<file path="src/rtl/pwlPkg.sv">
package pwlPkg;

  typedef enum logic [1:0] {
    PS_IDLE,
    PS_LOAD,
    PS_PROG
  } pwlState_e;

  // Strobes from control to datapath
  typedef struct packed {
    logic loadEn;     // accepted byte this clock
    logic firstLoad;  // accepted byte opens a new page
    logic clrMask;    // last programming clock: empty the buffer
    logic progActive; // programming pass running
    logic streamOn;   // commit stream window
  } pwlStrobes_t;

endpackage

</file>
<file path="src/rtl/pwlControl.sv">
module pwlControl
  import pwlPkg::*;
#(
  parameter int DATA_W      = 8,
  parameter int PAGE_BYTES  = 128,
  parameter int LOAD_WINDOW = 10000,
  parameter int PROG_CYCLES = 500000,
  parameter int MIN_WE_LOW  = 2,
  localparam int OFF_W      = $clog2(PAGE_BYTES)
) (
  input  logic              clk,
  input  logic              rstN,
  input  logic              weN,
  input  logic              ceN,
  input  logic              oeN,
  input  logic [14:0]       cmdAddr,
  input  logic [DATA_W-1:0] dataIn,
  input  logic              protectOn,
  output pwlStrobes_t       ctl,
  output logic [OFF_W-1:0]  streamIdx,
  output logic              busy
);

  localparam int LWIN_W = $clog2(LOAD_WINDOW + 1);
  localparam int PROG_W = $clog2(PROG_CYCLES + 1);
  localparam int LOWC_W = $clog2(MIN_WE_LOW + 1);
  localparam logic [LWIN_W-1:0] LWIN_LAST = LWIN_W'(LOAD_WINDOW - 1);
  localparam logic [PROG_W-1:0] PROG_LAST = PROG_W'(PROG_CYCLES - 1);
  localparam logic [PROG_W-1:0] STREAM_END = PROG_W'(PAGE_BYTES);
  localparam logic [LOWC_W-1:0] LOW_SAT = LOWC_W'(MIN_WE_LOW);
  localparam logic [14:0] UNLOCK_ADR_A = 15'h5555;
  localparam logic [14:0] UNLOCK_ADR_B = 15'h2AAA;
  localparam logic [DATA_W-1:0] UNLOCK_D0 = DATA_W'(8'hAA);
  localparam logic [DATA_W-1:0] UNLOCK_D1 = DATA_W'(8'h55);
  localparam logic [DATA_W-1:0] UNLOCK_D2 = DATA_W'(8'hA0);

  pwlState_e         state;
  logic [LWIN_W-1:0] timer;
  logic [PROG_W-1:0] progCnt;
  logic [LOWC_W-1:0] lowCnt;
  logic [1:0]        unlockStage;
  logic              writeStb;
  logic              accept;
  logic              firstStep;
  logic              windowDone;
  logic              progDone;

  // Write-enable low-time filter
  always_ff @(posedge clk or negedge rstN) begin
    if (!rstN) begin
      lowCnt <= '0;
    end else if (weN) begin
      lowCnt <= '0;
    end else if (lowCnt != LOW_SAT) begin
      lowCnt <= lowCnt + 1'b1;
    end
  end

  assign writeStb   = weN && (lowCnt == LOW_SAT) && !ceN && oeN;
  assign accept     = writeStb && (state != PS_PROG) &&
                      (!protectOn || (unlockStage == 2'd3));
  assign firstStep  = (cmdAddr == UNLOCK_ADR_A) && (dataIn == UNLOCK_D0);
  assign windowDone = (state == PS_LOAD) && !accept && (timer == LWIN_LAST);
  assign progDone   = (state == PS_PROG) && (progCnt == PROG_LAST);

  // Unlock sequence tracker
  always_ff @(posedge clk or negedge rstN) begin
    if (!rstN) begin
      unlockStage <= 2'd0;
    end else if (windowDone) begin
      unlockStage <= 2'd0;
    end else if (writeStb && protectOn && (state != PS_PROG) &&
                 (unlockStage != 2'd3)) begin
      unique case (unlockStage)
        2'd0: unlockStage <= firstStep ? 2'd1 : 2'd0;
        2'd1: unlockStage <= ((cmdAddr == UNLOCK_ADR_B) && (dataIn == UNLOCK_D1)) ? 2'd2 :
                             (firstStep ? 2'd1 : 2'd0);
        default: unlockStage <= ((cmdAddr == UNLOCK_ADR_A) && (dataIn == UNLOCK_D2)) ? 2'd3 :
                                (firstStep ? 2'd1 : 2'd0);
      endcase
    end
  end

  // Main sequencer
  always_ff @(posedge clk or negedge rstN) begin
    if (!rstN) begin
      state   <= PS_IDLE;
      timer   <= '0;
      progCnt <= '0;
    end else begin
      unique case (state)
        PS_IDLE: begin
          if (accept) begin
            state <= PS_LOAD;
            timer <= '0;
          end
        end
        PS_LOAD: begin
          if (accept) begin
            timer <= '0;
          end else if (windowDone) begin
            state   <= PS_PROG;
            progCnt <= '0;
          end else begin
            timer <= timer + 1'b1;
          end
        end
        PS_PROG: begin
          if (progDone) begin
            state <= PS_IDLE;
          end else begin
            progCnt <= progCnt + 1'b1;
          end
        end
        default: state <= PS_IDLE;
      endcase
    end
  end

  always_comb begin
    ctl.loadEn     = accept;
    ctl.firstLoad  = accept && (state == PS_IDLE);
    ctl.clrMask    = progDone;
    ctl.progActive = (state == PS_PROG);
    ctl.streamOn   = (state == PS_PROG) && (progCnt < STREAM_END);
  end

  assign streamIdx = progCnt[OFF_W-1:0];
  assign busy      = (state == PS_PROG);

  AST_PROT_GATE: assert property (@(posedge clk) disable iff (!rstN)
    (ctl.loadEn && protectOn) |-> (unlockStage == 2'd3));

  AST_BUSY_ENTRY: assert property (@(posedge clk) disable iff (!rstN)
    $rose(busy) |-> ($past(state) == PS_LOAD));

endmodule

</file>
<file path="src/rtl/pwlDatapath.sv">
module pwlDatapath
  import pwlPkg::*;
#(
  parameter int ADDR_W     = 16,
  parameter int DATA_W     = 8,
  parameter int PAGE_BYTES = 128,
  localparam int OFF_W     = $clog2(PAGE_BYTES),
  localparam int PAGE_W    = ADDR_W - OFF_W
) (
  input  logic              clk,
  input  logic              rstN,
  input  pwlStrobes_t       ctl,
  input  logic [OFF_W-1:0]  streamIdx,
  input  logic [ADDR_W-1:0] addr,
  input  logic [DATA_W-1:0] dataIn,
  input  logic              ceN,
  input  logic              oeN,
  output logic              commitValid,
  output logic [ADDR_W-1:0] commitAddr,
  output logic [DATA_W-1:0] commitData,
  output logic              rdDrive,
  output logic [DATA_W-1:0] rdData
);

  logic [DATA_W-1:0]     bufMem [PAGE_BYTES];
  logic [PAGE_BYTES-1:0] bufMask;
  logic [PAGE_BYTES-1:0] hitVec;
  logic [PAGE_W-1:0]     pageQ;
  logic [DATA_W-1:0]     lastQ;
  logic                  togQ;
  logic                  oeNq;
  logic                  readFall;
  logic [OFF_W-1:0]      loadOff;

  assign loadOff = addr[OFF_W-1:0];

  for (genvar i = 0; i < PAGE_BYTES; i++) begin : g_hit
    assign hitVec[i] = ctl.loadEn && (loadOff == OFF_W'(i));
  end

  always_ff @(posedge clk or negedge rstN) begin
    if (!rstN) begin
      bufMask <= '0;
    end else if (ctl.clrMask) begin
      bufMask <= '0;
    end else begin
      bufMask <= bufMask | hitVec;
    end
  end

  always_ff @(posedge clk) begin
    if (ctl.loadEn) begin
      bufMem[loadOff] <= dataIn;
    end
  end

  always_ff @(posedge clk or negedge rstN) begin
    if (!rstN) begin
      pageQ <= '0;
      lastQ <= '0;
    end else if (ctl.loadEn) begin
      lastQ <= dataIn;
      if (ctl.firstLoad) begin
        pageQ <= addr[ADDR_W-1:OFF_W];
      end
    end
  end

  // Toggle bit driven by output-enable falling edges while busy
  assign readFall = !ceN && oeNq && !oeN && ctl.progActive;

  always_ff @(posedge clk or negedge rstN) begin
    if (!rstN) begin
      oeNq <= 1'b1;
      togQ <= 1'b0;
    end else begin
      oeNq <= oeN;
      if (readFall) begin
        togQ <= ~togQ;
      end
    end
  end

  assign commitValid = ctl.streamOn && bufMask[streamIdx];
  assign commitAddr  = {pageQ, streamIdx};
  assign commitData  = bufMem[streamIdx];
  assign rdDrive     = ctl.progActive && !ceN && !oeN;

  always_comb begin
    rdData           = '0;
    rdData[DATA_W-1] = lastQ[DATA_W-1] ^ ctl.progActive;
    rdData[DATA_W-2] = togQ;
  end

  AST_COMMIT_IN_PROG: assert property (@(posedge clk) disable iff (!rstN)
    commitValid |-> ctl.progActive);

  AST_MASK_FROZEN: assert property (@(posedge clk) disable iff (!rstN)
    (ctl.progActive && !ctl.clrMask) |=> $stable(bufMask));

  AST_MASK_CLEARED: assert property (@(posedge clk) disable iff (!rstN)
    ctl.clrMask |=> (bufMask == '0));

  AST_TOGGLE_IDLE: assert property (@(posedge clk) disable iff (!rstN)
    !ctl.progActive |=> $stable(togQ));

endmodule

</file>
<file path="src/rtl/pageWriteLoader.sv">
module pageWriteLoader
  import pwlPkg::*;
#(
  parameter int ADDR_W      = 16,
  parameter int DATA_W      = 8,
  parameter int PAGE_BYTES  = 128,
  parameter int LOAD_WINDOW = 10000,
  parameter int PROG_CYCLES = 500000,
  parameter int MIN_WE_LOW  = 2
) (
  input  logic              clk,
  input  logic              rstN,
  input  logic              weN,
  input  logic              ceN,
  input  logic              oeN,
  input  logic [ADDR_W-1:0] addr,
  input  logic [DATA_W-1:0] dataIn,
  input  logic              protectOn,
  output logic              busy,
  output logic              commitValid,
  output logic [ADDR_W-1:0] commitAddr,
  output logic [DATA_W-1:0] commitData,
  output logic              rdDrive,
  output logic [DATA_W-1:0] rdData
);

  localparam int OFF_W = $clog2(PAGE_BYTES);

  pwlStrobes_t      ctl;
  logic [OFF_W-1:0] streamIdx;

  pwlControl #(
    .DATA_W      (DATA_W),
    .PAGE_BYTES  (PAGE_BYTES),
    .LOAD_WINDOW (LOAD_WINDOW),
    .PROG_CYCLES (PROG_CYCLES),
    .MIN_WE_LOW  (MIN_WE_LOW)
  ) u_ctrl (
    .clk       (clk),
    .rstN      (rstN),
    .weN       (weN),
    .ceN       (ceN),
    .oeN       (oeN),
    .cmdAddr   (addr[14:0]),
    .dataIn    (dataIn),
    .protectOn (protectOn),
    .ctl       (ctl),
    .streamIdx (streamIdx),
    .busy      (busy)
  );

  pwlDatapath #(
    .ADDR_W     (ADDR_W),
    .DATA_W     (DATA_W),
    .PAGE_BYTES (PAGE_BYTES)
  ) u_data (
    .clk         (clk),
    .rstN        (rstN),
    .ctl         (ctl),
    .streamIdx   (streamIdx),
    .addr        (addr),
    .dataIn      (dataIn),
    .ceN         (ceN),
    .oeN         (oeN),
    .commitValid (commitValid),
    .commitAddr  (commitAddr),
    .commitData  (commitData),
    .rdDrive     (rdDrive),
    .rdData      (rdData)
  );

endmodule

</file>
<file path="config.mk">
export PLATFORM = sky130hd
export DESIGN_NAME = pageWriteLoader
export DESIGN_NICKNAME = d
export VERILOG_FILES = /design/src/rtl/pwlPkg.sv /design/src/rtl/pwlControl.sv /design/src/rtl/pwlDatapath.sv /design/src/rtl/pageWriteLoader.sv
export SDC_FILE = /design/constraint.sdc
export NUM_CORES = 1
export LEC_CHECK = 0
export BUFFER_PORTS_ARGS = -buffer_cell sky130_fd_sc_hd__buf_2
export CAP_MARGIN = 20
export CORE_MARGIN = 2
export CORE_UTILIZATION = 62
export CTS_BUF_LIST = sky130_fd_sc_hd__clkbuf_4
export CTS_CLUSTER_SIZE = 24
export DETAILED_ROUTE_END_ITERATION = 6
export PLACE_DENSITY_LB_ADDON = 0.25
export SETUP_SLACK_MARGIN = 0.1
export SKIP_LAST_GASP = 1
export SLEW_MARGIN = 20
export SYNTH_ARGS = -nofsm -noshare
export SYNTH_HDL_FRONTEND = slang
export SYNTH_SLANG_ARGS = --single-unit
export TNS_END_PERCENT = 50
</file>
<file path="constraint.sdc">
create_clock -name clk -period 3.6 [get_ports clk]
set_input_delay 0.54 -clock clk [delete_from_list [all_inputs] [get_ports clk]]
set_output_delay 0.54 -clock clk [all_outputs]
set_load 0.005 [all_outputs]
</file>
==> impl_metrics.prom, run 1 <==
# TYPE chip_impl_metric gauge
chip_impl_metric{name="syn-cell-area",unit="µm²"} 48000
chip_impl_metric{name="critical_path.n_buffers_inverters",unit=""} 5
chip_impl_metric{name="yosys_warnings",unit=""} 0
chip_impl_metric{name="drv_slew",unit=""} 0
chip_impl_info{name="critical_path.startpoint",value="u_ctrl.progCnt[0]$_DFFE_PN0P_"} 1
chip_impl_metric{name="power_leakage",unit="µW"} 0.0200
chip_impl_metric{name="worst-endpoint-required",unit="ps"} 3060
chip_impl_info{name="end_kind",value="primary output"} 1
chip_impl_metric{name="cp_num_cells",unit=""} 10
chip_impl_metric{name="worst_slew_margin_rel",unit="%"} 33.0
chip_impl_metric{name="clkPwrFrac",unit="%"} 42.5
chip_impl_metric{name="clk_latency",unit="ps"} 1110
chip_impl_metric{name="worst_path_largest_cell_delay",unit="ps"} 510
chip_impl_metric{name="power.ir.vdd_worst",unit="V"} 0.000376
chip_impl_metric{name="areaGrowthSynthToFinish",unit="%"} 17.6
chip_impl_info{name="critical-path-slowest-cell",value="sky130_fd_sc_hd__dfrtp_4"} 1
chip_impl_info{name="category_of_the_most_critical_setup_path",value="flip-flop to primary output"} 1
chip_impl_info{name="cts_root_buffer_type",value="sky130_fd_sc_hd__clkbuf_4"} 1
chip_impl_info{name="synth_area_leaders",value="sky130_fd_sc_hd__edfxtp_1, sky130_fd_sc_hd__mux4_2, sky130_fd_sc_hd__dfrtp_1"} 1
chip_impl_metric{name="min_path_cells",unit=""} 1
chip_impl_info{name="timing.critical_path.mode_cell",value="sky130_fd_sc_hd__buf_12"} 1
chip_impl_metric{name="fp-row-count",unit=""} 102
chip_impl_metric{name="final_core_util",unit="%"} 73.3
chip_impl_metric{name="worstRegToRegCells",unit=""} 9
chip_impl_info{name="crit_path_cell_trace",value="buf_12, buf_12, buf_16, buf_4, mux4_2, mux2i_1, o22ai_1, a211oi_4, a311oi_4, buf_2"} 1
chip_impl_info{name="commonest_non_fill_non_tap_cell_in_the_layout",value="sky130_fd_sc_hd__edfxtp_1"} 1
chip_impl_metric{name="detailedRoute.firstIterationViolations",unit=""} 3986
chip_impl_metric{name="fin_nets",unit=""} 3205
chip_impl_metric{name="cp_max_fo",unit=""} 8
chip_impl_metric{name="seq_power_share",unit="%"} 55.9
chip_impl_metric{name="place.detailed.hpwl",unit="µm"} 78000
chip_impl_metric{name="final_min_period_over_clock_period",unit="%"} 123
chip_impl_metric{name="synth_edf_count",unit=""} 1024
chip_impl_metric{name="syn-instance-count",unit=""} 2627
chip_impl_metric{name="finalSetupViolations",unit=""} 9
chip_impl_metric{name="post_synthesis_mux_area_share",unit="%"} 15.7
chip_impl_metric{name="global_route.overflow_total",unit=""} 0
chip_impl_info{name="cts_tree",value="done"} 1
chip_impl_metric{name="synth-compound-area-share",unit="%"} 2.76
chip_impl_info{name="endpoint",value="commitData[4]"} 1
chip_impl_metric{name="grt_pass1_wl",unit="µm"} 185000
chip_impl_info{name="failed_checks",value="negative setup slack"} 1
chip_impl_metric{name="drt_wl_total",unit="µm"} 126000
chip_impl_metric{name="die_width",unit="µm"} 282
chip_impl_info{name="most_area_hungry_cell_type_in_the_yosys_netlist",value="sky130_fd_sc_hd__edfxtp_1"} 1
chip_impl_metric{name="timing.fmax",unit="GHz"} 0.226
chip_impl_metric{name="grt_max_degree",unit=""} 118
chip_impl_metric{name="ctsLongestPathBuffers",unit=""} 4
chip_impl_metric{name="post-route-cell-area",unit="µm²"} 56500
chip_impl_metric{name="timing_hold_violations_final",unit=""} 0
chip_impl_info{name="synthFlopType",value="sky130_fd_sc_hd__edfxtp_1"} 1
chip_impl_info{name="largest_family_of_logic_cells_by_synthesized_area",value="multiplexers"} 1
chip_impl_metric{name="switching_power",unit="µW"} 5710
chip_impl_metric{name="dr.pass1.iters",unit=""} 7
chip_impl_metric{name="cts.sink_count",unit=""} 1203
chip_impl_metric{name="synth.distinct_cells",unit=""} 66
chip_impl_metric{name="fp.dieArea",unit="µm²"} 79700
chip_impl_metric{name="power.density",unit="nW/µm²"} 479
chip_impl_metric{name="synth.ff_latch_count",unit=""} 1203
chip_impl_metric{name="chipHeight",unit="µm"} 282
chip_impl_metric{name="drive_above_1_share",unit="%"} 36.4
chip_impl_metric{name="route.detailed.vias_per_inst",unit=""} 6.49
chip_impl_info{name="commonest_cells_after_routing_fill_and_taps_aside",value="sky130_fd_sc_hd__edfxtp_1, sky130_fd_sc_hd__clkbuf_4, sky130_fd_sc_hd__nor2_1"} 1
chip_impl_metric{name="design.portCount",unit=""} 65
chip_impl_metric{name="tightestPinTransition",unit="ps"} 1010
chip_impl_metric{name="synth-xor-area-share",unit="%"} 0.583
chip_impl_metric{name="place_area",unit="µm²"} 51200
chip_impl_metric{name="switching_share",unit="%"} 21.1
chip_impl_metric{name="max_cap_viol_count",unit=""} 0
chip_impl_metric{name="floorplan_core_area",unit="µm²"} 77100
chip_impl_info{name="r2r_start",value="u_ctrl.lowCnt[0]$_DFFE_PN0P_"} 1
chip_impl_metric{name="final.min_clock_period",unit="ps"} 4420
chip_impl_metric{name="route.detailed.drc",unit=""} 0
chip_impl_metric{name="finalClockSkew",unit="ps"} 89.8
chip_impl_metric{name="clock_tree.htree_level_count",unit=""} 5
chip_impl_info{name="critical_path.startpoint_type",value="flip-flop"} 1
chip_impl_metric{name="totalNegativeSetupSlack",unit="ps"} -6670
chip_impl_metric{name="place.port_buffers",unit=""} 58
chip_impl_metric{name="synth.yosys.seq_area_share",unit="%"} 73.3
chip_impl_metric{name="gp_congestion",unit=""} 0.929
chip_impl_metric{name="power.share.combinational",unit="%"} 1.6
chip_impl_metric{name="synthAdderAreaFrac",unit="%"} 0.0781
chip_impl_metric{name="vias",unit=""} 28800
chip_impl_metric{name="ant_nets",unit=""} 0
chip_impl_metric{name="setup_slack",unit="ps"} -824
chip_impl_info{name="unrepaired_setup_endpoints_after_global_routing",value="true"} 1
chip_impl_metric{name="asyncSetResetFlopFracSynth",unit="%"} 14.9
chip_impl_info{name="worst_hold_class",value="input pin to flip-flop"} 1
chip_impl_metric{name="drt-wirelength-per-cell",unit="µm"} 28.5
chip_impl_metric{name="reg2reg_slack",unit="ps"} 420
chip_impl_metric{name="average_cell_area_after_synthesis",unit="µm²"} 18.3
chip_impl_metric{name="grt_usage",unit="%"} 32.4
chip_impl_metric{name="cts.reportedPaths.clkPinSlew",unit="ps"} 80
chip_impl_metric{name="yosys.area_share.simple",unit="%"} 5.88
chip_impl_metric{name="cellInternalPower",unit="µW"} 21400
chip_impl_info{name="run_status",value="finished with violations"} 1
chip_impl_metric{name="number_of_antenna_violations_at_the_first_check_in_global_routing",unit=""} 2
chip_impl_metric{name="cts_inserted_buffers",unit=""} 311
chip_impl_info{name="crit-reg2reg-capture",value="u_data.bufMem[52][6]$_DFFE_PP_"} 1
chip_impl_metric{name="start_util",unit="%"} 62.3
chip_impl_metric{name="yosysTopAreaCellShare",unit="%"} 64.0
chip_impl_metric{name="grt_pass1_vias",unit=""} 29100
chip_impl_metric{name="worst-endpoint-arrival",unit="ps"} 3880
chip_impl_info{name="cp_top_family",value="compound AO/OA/AOI/OAI gates"} 1
==> what timing repair did <==
action / 4_1_cts / 5_1_grt
pin swaps: 16 / 9
gates cloned: 7 / 1
gates resized for setup: 84 / 24
endpoints found under the hold margin: 346 / 31
buffers inserted: 27 / 6
setup endpoints to repair: 9 / 9
hold buffers: 26 / 1
==> per-stage QoR <==
step                total power (µW)  hold WS, ps  instances  worst slack [ps]
floorplan                      15500          244       2632               504
detailed placement             15900          476       3832             -56.2
global placement               15800          453       3832             -75.5
CTS                            27200        0.202       4427              -809
global route                   28000         57.2       4438              -903
finish                         27100         42.7       4438              -824
==> synthesized netlist by cell type (3+ instances only) <==
master,number
sky130_fd_sc_hd__clkbuf_1,73
sky130_fd_sc_hd__nand3_1,29
sky130_fd_sc_hd__nor4_1,15
sky130_fd_sc_hd__ha_1,3
sky130_fd_sc_hd__nand4b_1,4
sky130_fd_sc_hd__a311oi_1,3
sky130_fd_sc_hd__a22o_1,6
sky130_fd_sc_hd__a31oi_1,8
sky130_fd_sc_hd__buf_1,12
sky130_fd_sc_hd__nor3_1,26
sky130_fd_sc_hd__xnor2_1,24
sky130_fd_sc_hd__mux4_2,300
sky130_fd_sc_hd__a211oi_1,22
sky130_fd_sc_hd__nand4_1,6
sky130_fd_sc_hd__o41ai_1,4
sky130_fd_sc_hd__and3_1,8
sky130_fd_sc_hd__mux2_2,21
sky130_fd_sc_hd__buf_2,39
sky130_fd_sc_hd__nand2_1,103
sky130_fd_sc_hd__o22ai_1,15
sky130_fd_sc_hd__o21a_1,4
sky130_fd_sc_hd__nand2b_1,14
sky130_fd_sc_hd__or4_1,3
sky130_fd_sc_hd__o22a_1,4
sky130_fd_sc_hd__and2_1,8
sky130_fd_sc_hd__mux2i_1,57
sky130_fd_sc_hd__edfxtp_1,1024
sky130_fd_sc_hd__nor2b_1,26
sky130_fd_sc_hd__nor4b_1,4
sky130_fd_sc_hd__inv_1,7
sky130_fd_sc_hd__o21ai_0,4
sky130_fd_sc_hd__or2_2,3
sky130_fd_sc_hd__nor4bb_1,3
sky130_fd_sc_hd__a21oi_1,89
sky130_fd_sc_hd__or3_1,5
sky130_fd_sc_hd__a22oi_1,12
sky130_fd_sc_hd__nor2_1,377
sky130_fd_sc_hd__dfrtp_1,178
sky130_fd_sc_hd__buf_4,27
sky130_fd_sc_hd__o211ai_1,5
sky130_fd_sc_hd__a221oi_1,3
sky130_fd_sc_hd__xor2_1,8
sky130_fd_sc_hd__nor2_2,4
sky130_fd_sc_hd__a2111oi_0,5
sky130_fd_sc_hd__a2111oi_2,4
==> worst min-delay path by stage <==
stage	to	start	slack, ps
2_1_floorplan	u_ctrl.lowCnt[0]$_DFFE_PN0P_	rstN	240
3_3_place_gp	u_data.togQ$_DFFE_PN0P_	u_data.togQ$_DFFE_PN0P_	450
3_5_place_dp	u_data.bufMask[119]$_DFF_PN0_	u_data.bufMask[119]$_DFF_PN0_	480
4_1_cts	u_data.oeNq$_DFF_PN1_	oeN	0.2
5_1_grt	u_data.bufMem[44][4]$_DFFE_PP_	dataIn[4]	60
6_report	u_data.bufMem[44][4]$_DFFE_PP_	dataIn[4]	40
==> routing by layer <==
metal,track usage [%],routed length (µm),up-vias
met4,15.2,5470,0
met2,49.3,60200,2051
met3,8.91,14500,332
met1,44.5,46300,14700
met5,0,0,-
li1,-,-,11700
==> cell families after synthesis <==
family          after synthesis
other cells                   1
xor+xnor                     32
mux                         378
flops                      1203
buf+inv                     163
fa+ha+maj                     3
compound gates              202
simple gates                645
==> flip-flops by register name, indices dropped and copies added, names as in the netlist <==
signal / count
u_data.bufMem: 1024
u_data.bufMask: 128
u_ctrl.progCnt: 19
u_ctrl.timer: 14
u_data.pageQ: 9
u_ctrl.lowCnt: 2
u_ctrl.state: 2
u_ctrl.unlockStage: 2
u_data.lastQ: 1
u_data.oeNq: 1
u_data.togQ: 1
==> layout make-up <==
class / instances / area [µm²]
antenna: 2 / 5.00
fill: 4499 / 20600
timing repair buffer: 379 / 3520
clock inverter: 74 / 399
inverter: 11 / 46.3
tap: 1040 / 1300
sequential: 1203 / 35200
multi-input combinational: 1266 / 12500
clock buffer: 463 / 3480
==> power by group through the flow <==
| stage | Combinational [µW] | Sequential (µW) | Clock [µW] |
|---|---|---|---|
| floorplan | 89.2 | 15400 | 0 |
| global placement | 380 | 15400 | 0 |
| CTS | 429 | 15100 | 11600 |
| finish | 433 | 15100 | 11500 |
| detailed placement | 409 | 15400 | 0 |
| global route | 468 | 15100 | 12400 |
Note: power is estimated with default switching activity, not from simulation.
==> run 2, diff against run 1 <==
Settings changed: BUFFER_PORTS_ARGS -buffer_cell sky130_fd_sc_hd__buf_2 to default, CORE_UTILIZATION 62 to 44, DONT_BUFFER_PORTS from default to 1.
==> impl_metrics.prom, run 2 (same netlist as run 1, synthesis figures left out) <==
# TYPE chip_impl_metric gauge
chip_impl_info{name="run_status",value="finished with violations"} 1
chip_impl_info{name="failed_checks",value="negative hold slack, negative setup slack"} 1
chip_impl_metric{name="seq_power_share",unit="%"} 55.9
chip_impl_metric{name="max_cap_viol_count",unit=""} 0
chip_impl_metric{name="postCtsHoldBufs",unit=""} 51
chip_impl_info{name="commonest_non_fill_non_tap_cell_in_the_layout",value="sky130_fd_sc_hd__edfxtp_1"} 1
chip_impl_metric{name="chipHeight",unit="µm"} 334
chip_impl_metric{name="cts.sink_count",unit=""} 1203
chip_impl_metric{name="power.ir.vdd_worst",unit="V"} 0.000266
chip_impl_metric{name="fin_nets",unit=""} 3205
chip_impl_metric{name="clk_latency",unit="ps"} 1170
chip_impl_metric{name="timing_hold_violations_final",unit=""} 179
chip_impl_metric{name="power.total",unit="µW"} 27100
chip_impl_metric{name="grt_usage",unit="%"} 23.6
chip_impl_metric{name="worst_path_largest_cell_delay",unit="ps"} 540
chip_impl_metric{name="setup_slack",unit="ps"} -855
chip_impl_metric{name="reg2reg_slack",unit="ps"} 280
chip_impl_metric{name="fp-row-count",unit=""} 121
chip_impl_metric{name="detailedRoute.firstIterationViolations",unit=""} 3012
chip_impl_metric{name="cp_max_fo",unit=""} 19
chip_impl_metric{name="route.detailed.drc",unit=""} 0
chip_impl_metric{name="worst-endpoint-required",unit="ps"} 3060
chip_impl_metric{name="gp_congestion",unit=""} 0.870
chip_impl_metric{name="power.density",unit="nW/µm²"} 473
chip_impl_metric{name="use_met1",unit="%"} 32.5
chip_impl_metric{name="timing.fmax",unit="GHz"} 0.224
chip_impl_metric{name="areaGrowthSynthToFinish",unit="%"} 19.3
chip_impl_metric{name="floorplan_core_area",unit="µm²"} 109000
chip_impl_metric{name="drt_wl_total",unit="µm"} 130000
chip_impl_metric{name="design.portCount",unit=""} 65
chip_impl_metric{name="clkPwrFrac",unit="%"} 42.7
chip_impl_info{name="category_of_the_most_critical_setup_path",value="flip-flop to primary output"} 1
chip_impl_metric{name="finalSetupViolations",unit=""} 9
chip_impl_info{name="critical_path.startpoint_type",value="flip-flop"} 1
chip_impl_info{name="critical-path-slowest-cell",value="sky130_fd_sc_hd__mux4_2"} 1
chip_impl_metric{name="fillers",unit=""} 8597
chip_impl_metric{name="drt-wirelength-per-cell",unit="µm"} 27.0
chip_impl_metric{name="dr.pass1.iters",unit=""} 7
chip_impl_metric{name="worstRegToRegCells",unit=""} 9
chip_impl_metric{name="drv_slew",unit=""} 0
chip_impl_metric{name="switching_share",unit="%"} 21.1
chip_impl_metric{name="clock_tree.htree_level_count",unit=""} 5
chip_impl_metric{name="worst_slew_margin_rel",unit="%"} 33.7
chip_impl_info{name="commonest_cells_after_routing_fill_and_taps_aside",value="sky130_fd_sc_hd__edfxtp_1, sky130_fd_sc_hd__clkbuf_4, sky130_fd_sc_hd__nor2_1"} 1
chip_impl_metric{name="grt_pass1_vias",unit=""} 28800
chip_impl_metric{name="max_reg_flops",unit=""} 1024
chip_impl_info{name="crit_path_cell_trace",value="buf_12, buf_12, buf_16, buf_4, mux4_2, mux4_2, a21oi_2, buf_4, a311oi_4, buf_4"} 1
chip_impl_metric{name="power_leakage",unit="µW"} 0.0201
chip_impl_metric{name="grt_pass1_wl",unit="µm"} 193000
chip_impl_metric{name="worst-endpoint-arrival",unit="ps"} 3910
chip_impl_metric{name="power.share.combinational",unit="%"} 1.4
chip_impl_metric{name="holdWs",unit="ps"} -914
chip_impl_info{name="cts_tree",value="done"} 1
chip_impl_info{name="top_usage_layer",value="met2"} 1
chip_impl_metric{name="global_route.overflow_total",unit=""} 0
chip_impl_metric{name="tightestPinTransition",unit="ps"} 991
chip_impl_metric{name="start_util",unit="%"} 44.3
chip_impl_info{name="crit-reg2reg-capture",value="u_data.bufMem[118][2]$_DFFE_PP_"} 1
chip_impl_info{name="r2r_start",value="u_ctrl.lowCnt[0]$_DFFE_PN0P_"} 1
chip_impl_info{name="worst_hold_class",value="input pin to asynchronous set/reset pin"} 1
chip_impl_metric{name="global_route.usage.met3",unit="%"} 5.60
chip_impl_metric{name="finalClockSkew",unit="ps"} 90.4
chip_impl_metric{name="vias",unit=""} 27800
chip_impl_metric{name="cts_inserted_buffers",unit=""} 327
chip_impl_metric{name="cts.reportedPaths.clkPinSlew",unit="ps"} 60
chip_impl_info{name="cp_top_family",value="multiplexers"} 1
chip_impl_info{name="biggestRegsByFlops",value="u_data.bufMem: 1024 flops, u_data.bufMask: 128 flops, u_ctrl.progCnt: 19 flops"} 1
chip_impl_info{name="end_kind",value="primary output"} 1
chip_impl_metric{name="switching_power",unit="µW"} 5720
chip_impl_metric{name="critical_path.n_buffers_inverters",unit=""} 6
chip_impl_metric{name="route.detailed.vias_per_inst",unit=""} 5.78
chip_impl_metric{name="place.detailed.hpwl",unit="µm"} 78000
chip_impl_metric{name="die_width",unit="µm"} 334
chip_impl_metric{name="ctsLongestPathBuffers",unit=""} 4
chip_impl_metric{name="totalNegativeSetupSlack",unit="ps"} -7030
chip_impl_metric{name="cellInternalPower",unit="µW"} 21400
chip_impl_info{name="cts_root_buffer_type",value="sky130_fd_sc_hd__clkbuf_4"} 1
chip_impl_metric{name="drive_above_1_share",unit="%"} 36.2
chip_impl_metric{name="place.port_buffers",unit=""} 0
chip_impl_info{name="timing.critical_path.mode_cell",value="sky130_fd_sc_hd__buf_4"} 1
chip_impl_metric{name="grt.met2_usage",unit="%"} 37.0
chip_impl_metric{name="ant_nets",unit=""} 0
chip_impl_metric{name="final.min_clock_period",unit="ps"} 4450
chip_impl_metric{name="grt_max_degree",unit=""} 180
chip_impl_info{name="unrepaired_setup_endpoints_after_global_routing",value="true"} 1
chip_impl_metric{name="number_of_antenna_violations_at_the_first_check_in_global_routing",unit=""} 4
chip_impl_info{name="max_flop_register",value="u_data.bufMem"} 1
chip_impl_metric{name="final_min_period_over_clock_period",unit="%"} 124
chip_impl_metric{name="fp.dieArea",unit="µm²"} 112000
-- run 2: cell count changes in the layout (fill, tap and decap cells not counted), moves of 5 or more --
| cell | change |
|---|---|
| sky130_fd_sc_hd__bufbuf_16 | +5 |
| sky130_fd_sc_hd__buf_4 | +9 |
| sky130_fd_sc_hd__buf_2 | -49 |
| sky130_fd_sc_hd__dlygate4sd3_1 | +16 |
-- run 2: timing repair --
item                                    in CTS  in global routing
endpoints found under the hold margin     1505                179
pin swaps                                   14                 10
buffers inserted                            42                 11
gates resized for setup                     89                 44
endpoints found under the setup margin       9                  9
cloned                                      11                  0
-- run 2: layout make-up --
class | count | area, µm² | share of cell area [%]
Tap cell | 1414 | 1770 | 3.09
Sequential cell | 1203 | 35200 | 61.5
Multi-Input combinational cell | 1266 | 12600 | 22.0
Clock inverter | 75 | 407 | 0.709
Clock buffer | 465 | 3490 | 6.09
Timing Repair Buffer | 363 | 3750 | 6.53
Antenna cell | 2 | 5.00 | 0.00873
Inverter | 11 | 43.8 | 0.0764
-- run 2: power by group through the flow --
stage	clock network, µW	logic, µW	registers, µW
4_1_cts	11900	382	15200
3_3_place_gp	0	90.0	15400
2_1_floorplan	0	89.2	15400
6_report	11600	384	15200
3_5_place_dp	0	98.3	15400
5_1_grt	12700	414	15100
-- run 2: through the flow --
stage | setup WS [ps] | instances | cell area, µm² | hold slack, ps | util, %
after floorplan | 504 | 2632 | 48100 | 244 | -
after global routing | -947 | 4799 | 57300 | -1010 | 52.8
after CTS | -956 | 4786 | 57100 | -1050 | 52.6
after global placement | -274 | 4142 | 51300 | 268 | 47.2
final | -855 | 4799 | 57300 | -914 | 52.8
after detailed placement | -314 | 4142 | 51300 | 267 | 47.2
-- run 2: worst max path at each step --
stage / cells past startpoint / to / start
global placement: 8 / commitData[4] / u_ctrl.progCnt[0]$_DFFE_PN0P_
detailed placement: 8 / commitData[4] / u_ctrl.progCnt[0]$_DFFE_PN0P_
global route: 10 / commitData[4] / u_ctrl.progCnt[0]$_DFFE_PN0P_
finish: 10 / commitData[4] / u_ctrl.progCnt[0]$_DFFE_PN0P_
CTS: 9 / commitData[4] / u_ctrl.progCnt[0]$_DFFE_PN0P_
floorplan: 8 / commitData[5] / u_ctrl.progCnt[0]$_DFFE_PN0P_
-- run 2: routing by layer --
layer  vias to the layer above  routed length [µm]
li1                      11700                   -
met1                     14600               53400
met2                      1285               62400
met3                       209               10700
met4                         2                3160
met5                         -                  12
